**config.mk**
```make
export PLATFORM = sky130hd
export DESIGN_NAME = cs_idle_timeout
export DESIGN_NICKNAME = d
export VERILOG_FILES = /design/src/rtl/cs_timeout_pkg.sv /design/src/rtl/cs_tmo_counter.sv /design/src/rtl/cs_tmo_fsm.sv /design/src/rtl/cs_tmo_flag.sv /design/src/rtl/cs_idle_timeout.sv
export SDC_FILE = /design/constraint.sdc
export NUM_CORES = 1
export LEC_CHECK = 0
export ABC_CLOCK_PERIOD_IN_PS = 2600
export BUFFER_PORTS_ARGS = -buffer_cell sky130_fd_sc_hd__buf_2
export CAP_MARGIN = 20
export CORE_AREA = 8 8 60 62
export CTS_CLUSTER_SIZE = 28
export DETAILED_ROUTE_END_ITERATION = 7
export DIE_AREA = 0 0 68 70
export PLACE_DENSITY = 0.8
export SLEW_MARGIN = 20
export SYNTH_ARGS = -nofsm -noshare
export SYNTH_HDL_FRONTEND = slang
export SYNTH_SLANG_ARGS = --single-unit
export TNS_END_PERCENT = 100
```
**constraint.sdc**
```tcl
create_clock -name clk -period 2.6 [get_ports clk]
set_clock_uncertainty 0.05 [all_clocks]
set_input_delay 0 -clock clk [delete_from_list [all_inputs] [get_ports clk]]
set_output_delay 0 -clock clk [all_outputs]
set_load 0.02 [all_outputs]
```
**src/rtl/cs_timeout_pkg.sv**
```systemverilog
package cs_timeout_pkg;

    localparam int CNT_W = 16;

    typedef enum logic [1:0] {
        FM_WRITE  = 2'b00,
        FM_READ   = 2'b01,
        FM_POLL   = 2'b10,
        FM_MAPPED = 2'b11
    } fmode_e;

    typedef enum logic [1:0] {
        ST_OFF    = 2'b00,
        ST_BUSY   = 2'b01,
        ST_LINGER = 2'b10
    } cs_state_e;

    typedef struct packed {
        logic cnt_clear;
        logic cnt_inc;
        logic expire;
    } cnt_ctl_t;

    function automatic logic is_mapped(input logic [1:0] m);
        return fmode_e'(m) == FM_MAPPED;
    endfunction

endpackage

```
**src/rtl/cs_tmo_counter.sv**
```systemverilog
module cs_tmo_counter #(
    parameter int W = cs_timeout_pkg::CNT_W
) (
    input  logic         clk,
    input  logic         rst,
    input  logic         clear,
    input  logic         inc,
    input  logic [W-1:0] limit,
    output logic         at_limit
);
    localparam logic [W-1:0] CNT_MAX = {W{1'b1}};

    logic [W-1:0] cnt_q;

    always_ff @(posedge clk) begin
        if (rst || clear) begin
            cnt_q <= '0;
        end else if (inc && cnt_q != CNT_MAX) begin
            cnt_q <= cnt_q + 1'b1;
        end
    end

    assign at_limit = (cnt_q >= limit);
endmodule

```
**src/rtl/cs_tmo_fsm.sv**
```systemverilog
module cs_tmo_fsm
    import cs_timeout_pkg::*;
(
    input  logic      clk,
    input  logic      rst,
    input  logic      go_off,
    input  logic      access,
    input  logic      tmo_en,
    input  logic      at_limit,
    output cnt_ctl_t  ctl,
    output cs_state_e state
);
    cs_state_e state_q, state_d;
    logic      idle_tick;

    assign idle_tick = (state_q != ST_OFF) && !access;

    always_comb begin
        ctl.expire    = !go_off && idle_tick && tmo_en && at_limit;
        ctl.cnt_clear = go_off || access || (state_q == ST_OFF) || ctl.expire;
        ctl.cnt_inc   = idle_tick && !ctl.cnt_clear;

        if (go_off) begin
            state_d = ST_OFF;
        end else if (access) begin
            state_d = ST_BUSY;
        end else if (state_q == ST_OFF || ctl.expire) begin
            state_d = ST_OFF;
        end else begin
            state_d = ST_LINGER;
        end
    end

    always_ff @(posedge clk) begin
        if (rst) begin
            state_q <= ST_OFF;
        end else begin
            state_q <= state_d;
        end
    end

    assign state = state_q;
endmodule

```
**src/rtl/cs_tmo_flag.sv**
```systemverilog
module cs_tmo_flag (
    input  logic clk,
    input  logic rst,
    input  logic set,
    input  logic clr,
    output logic flag
);
    always_ff @(posedge clk) begin
        if (rst) begin
            flag <= 1'b0;
        end else if (set) begin
            flag <= 1'b1;
        end else if (clr) begin
            flag <= 1'b0;
        end
    end
endmodule

```
**src/rtl/cs_idle_timeout.sv**
```systemverilog
module cs_idle_timeout
    import cs_timeout_pkg::*;
#(
    parameter int W = CNT_W
) (
    input  logic         clk,
    input  logic         rst,
    input  logic [1:0]   mode_i,
    input  logic         tmo_en_i,
    input  logic [W-1:0] tmo_limit_i,
    input  logic         access_i,
    input  logic         enable_i,
    input  logic         abort_i,
    input  logic         irq_en_i,
    input  logic         flag_clr_i,
    output logic         cs_n_o,
    output logic         tmo_flag_o,
    output logic         irq_o
);
    cnt_ctl_t  ctl;
    cs_state_e state;
    logic      at_limit;
    logic      go_off;

    assign go_off = abort_i || !enable_i || !is_mapped(mode_i);

    cs_tmo_fsm u_fsm (
        .clk      (clk),
        .rst      (rst),
        .go_off   (go_off),
        .access   (access_i),
        .tmo_en   (tmo_en_i),
        .at_limit (at_limit),
        .ctl      (ctl),
        .state    (state)
    );

    cs_tmo_counter #(.W(W)) u_cnt (
        .clk      (clk),
        .rst      (rst),
        .clear    (ctl.cnt_clear),
        .inc      (ctl.cnt_inc),
        .limit    (tmo_limit_i),
        .at_limit (at_limit)
    );

    cs_tmo_flag u_flag (
        .clk  (clk),
        .rst  (rst),
        .set  (ctl.expire),
        .clr  (flag_clr_i),
        .flag (tmo_flag_o)
    );

    assign cs_n_o = (state == ST_OFF);
    assign irq_o  = tmo_flag_o && irq_en_i;
endmodule

```
# After elaboration in Yosys (flattened, before gate mapping)
# Cells that the tools add are included.
# word_totals
ff_bits	19
inputBits	26
output_inout_bits	3
# classes
n_addsub	1
magnitude_cmp	1
eq_ne	2
n_mux	4
reduce_logical	24
# op_table
cell	n
adder 16 x 1 -> 16 bit (second input constant)	1
greater-or-equal comparator 16 bit	1
!= test 16 bit (second input constant)	1
logical AND 1 bit	7
logical OR 1 bit	7
logical NOT 1 bit	5
nonzero test 2 bit	2
2-to-1 mux 1 bit	3
OR reduction 3 bit	1
equality test 2 bit (second input constant)	1
logical NOT 2 bit	1
2-to-1 mux 2 bit	1
OR reduction 2 bit	1

# Longest topological paths before layout
# logic_depth
depth_word	11
depth_mapped	8
mapped_depth_nobuf	7

# By module
# From an unflattened synthesis, not the netlist that was laid out.
# unflattened
cells_unflattened	166
area_unflattened_um2	1373.8
# modules_own_cells
module	instances	cells_per_inst	area_per_inst_um2
cs_tmo_counter	1	148	1214.9
cs_tmo_fsm	1	11	101.3
cs_tmo_flag	1	4	38.8
cs_idle_timeout	1	3	18.8

# Worst setup path after synthesis
# No wires, ideal clock.
# synth_timing
path_type	flip-flop to flip-flop
from	register u_cnt.cnt_q[15]
to	register u_cnt.cnt_q[0]
setup_ns	0.122
arrival_time_ns	1.783
required_time_ns	2.428
slack_ns	0.645
stages_incl_launch_ff	8
path_buffers	1
synth_period_minus_slack_ns	1.955
cell_sequence	dfxtp_1 > ha_1 > nand4_1 > nor3_1 > nand4b_1 > a31oi_2 > buf_2 > nor3_1
# synth_between
elab_chain_cells	6
word_cells_on_any_way	8
classes_between	order compare: 1; eq/ne: 1; reduce/logical: 6
# synth_rtl
item	line	rtl
start, declared	cs_tmo_counter.sv:13	logic [W-1:0] cnt_q;
start signal, assigned	cs_tmo_counter.sv:19	cnt_q <= cnt_q + 1'b1;
greater-or-equal comparator 16 bit	cs_tmo_counter.sv:23	assign at_limit = (cnt_q >= limit);
logical AND 1 bit	cs_tmo_fsm.sv:19	ctl.expire = !go_off && idle_tick && tmo_en && at_limit;
logical OR 1 bit	cs_tmo_fsm.sv:20	ctl.cnt_clear = go_off || access || (state_q == ST_OFF) || ctl.expire;
logical NOT 1 bit	cs_tmo_fsm.sv:21	ctl.cnt_inc = idle_tick && !ctl.cnt_clear;
logical AND 1 bit	cs_tmo_fsm.sv:21	
logical AND 1 bit	cs_tmo_counter.sv:18	end else if (inc && cnt_q != CNT_MAX) begin
# Several ways; a longest one is shown, not always the timed one.
# A chain may end at the register's enable or synchronous reset.

# Worst setup path in the final report
# layout_timing
from	register u_cnt.cnt_q[0]
to	register u_cnt.cnt_q[4]
# The elaborated chain is that of the path after synthesis.

==> flow_summary.yaml <==
synthesis:
  netlist.area_leader.share: 0.285
  synthDistinctLibCells: 32
  synth.top_cells.by_count: "21 x inv_1, 19 x dfxtp_1, 19 x nor3_1, 17 x ha_1, 13 x nand2_1"
  syn-cell-area_sq_um: 1340
  async_flop_share: 0
  synthTopCellsByArea: "dfxtp_1 28%, ha_1 16%, xnor2_1 7.9%"
  synth.avg_cell_area_sq_um: 8.45
  syn-num-nets: 201
  synth.largest_area_cell: "dfxtp_1"
  synthFlopType: "dfxtp_1"
  syn_inst: 158
  ys_warn_count: 0
  synth_edf_count: 0
  seq_area_frac_synth: 0.285
  yosysMostFrequentCell: "inv_1"
  synth_seq_cells: 19
timing:
  layout_setup_ws_ns: 0.403
  slew_headroom: 0.561
  finalSetupTns_ns: 0
  final.min_clock_period_ns: 2.20
  setup_viol: 0
  fmax_mhz: 455
  fin_crit_sh: 0.845
  rsz0062_at_grt: "no"
  slew_viol_final: 0
  worst_pin_slew_ns: 0.653
  hold_viol_final: 0
drt:
  dr.pass1.iters: 4
  routed_wl_um: 3110
  vias: 1235
  first_iter_violations: 97
  postRouteAntennaNets: 0
  routed_via_density: 5.54
  wl_per_cell_um: 13.9
  drc: 0
place:
  routabilityCongestion: 0.913
  hpwl_um: 2380
  port_buffers: 28
  dp_slack_ns: 0.434
  dpl_cell_area_sq_um: 1500
power:
  irDropWorstVdd_mv: 0.378
  p_per_area_nw_per_um2: 313
  leakagePower_nw: 0.695
floorplanning:
  rows: 19
  ios: 29
  initial_core_util: 0.501
  die_h_um: 70
  die_w_um: 68
  die_area_sq_um: 4760
  design.core.area_sq_um: 2660
worst_setup_path:
  crit_path_end_kind: "flip-flop"
  startpoint: "u_cnt.cnt_q[0]"
  path_class: "reg -> reg"
  reg2reg_setup_slack_ns: 0.40
  critPathMaxFanout: 18
  regToRegStartpoint: "u_cnt.cnt_q[0]"
  critPathArrivalTime_ns: 2.37
  startpoint_type: "flip-flop"
  critical_path_required_ns: 2.77
final_layout:
  area_growth_pct: 17.6
  diodes: 0
  drive_gt1_frac: 0.219
  fin_nets: 236
  final_area_sq_um: 1570
run:
  maxCapViolCount: 0
clock_tree:
  cts_tree: "done"
  cts_sinks: 19
  cts_htree_levels: 1
  cts_buffer_depth: 2
  root_buffer: "clkbuf_4"
  clk_latency_ns: 0.30
  cts-resized-gates: 0
  path_clk_slew_ns: 0.11
  cts_made_buffers: 3
grt:
  antenna_found_initial: 0
  overflow: 0
  track_usage: 0.141
  grt_pass1_wl_um: 5480
  grt_start_max_net_pins: 19
  grt_pass1_vias: 1297
min_path:
  hold_path_class: "in -> reg"
  min_from: "tmo_en_i"
status:
  status: "finished clean"
[critical path, stage by stage (launching register included)]
cell and delay (ns):
dfxtp_1 0.38, inv_1 0.08, ha_1 0.26, nand2b_1 0.14, a2111oi_0 0.39, nand4b_1 0.21
a31oi_2 0.10, buf_4 0.22, nor4_1 0.27
[layout by cell type, fill, tap and decap left out, types with 2 or more instances in the layout]
cell / n
nor4_4: 2
nor3_1: 19
dlygate4sd3_1: 4
a21oi_1: 5
nand2b_1: 2
nor2_1: 10
nand3_1: 3
clkbuf_4: 3
nor4_1: 6
dfxtp_1: 19
or4b_1: 2
inv_1: 21
o21ai_0: 3
ha_1: 17
nor3_2: 2
nand2_1: 13
nand4_1: 4
buf_2: 28
or3_1: 2
xnor2_1: 12
[cell type report]
class	instances	area, sq um
fill	248	1090
multi-input combinational	115	855
sequential	19	380
timing repair buffer	33	188
inverter	21	78.8
tap	31	38.8
clock buffer	3	22.5
clock inverter	1	7.51
[power breakdown]
group | switching (mW) | internal, mW | leakage [nW]
clock | 0.0977 | 0.0587 | 0.0139
sequential | 0.0000389 | 0.291 | 0.153
combinational | 0.0190 | 0.0257 | 0.528
total | 0.117 | 0.375 | 0.695
[logic make-up after synthesis]
group,count (synthesis),share of synthesized area
multiplexers,1,0.00750
AND/OR/NAND/NOR,72,0.331
flip-flops,19,0.285
adder cells (fa/ha/maj),17,0.159
XOR/XNOR,13,0.0853
buffers and inverters,24,0.0750
AO/OA/AOI/OAI,12,0.0572
[path summary, 6_finish.rpt]
kind / end / depth (start not counted)
worst min register to register: u_flag.flag / 1
worst max-delay path: u_cnt.cnt_q[4] / 8
worst min-delay path: u_fsm.state[1] / 5
worst max register to register: u_cnt.cnt_q[4] / 8
[layer usage]
metal,global-route usage,share of wire
met5,0,0
met4,0.0364,0.014
met3,0.0542,0.076
met2,0.247,0.52
met1,0.149,0.39
[sequential cells by signal, indices dropped and copies added, names as in the netlist]
| name | flops |
|---|---|
| u_cnt.cnt_q | 16 |
| u_flag.flag | 1 |
| u_fsm.state | 2 |
[timing repair]
item | CTS | global route
hold buffers | 4 | 0
buffers inserted | 0 | 0
hold endpoints to repair | 2 | 0
[through the flow]
step                power [mW]  cells  utilization  hold WS, ns
global route             0.517    223        0.590        0.198
finish                   0.492    223        0.590        0.197
floorplan                0.316    158            -       0.0621
global placement         0.336    215        0.563        0.174
detailed placement       0.339    215        0.563        0.182
CTS                      0.497    223        0.590        0.188
Note: power is estimated with default switching activity, not from simulation.
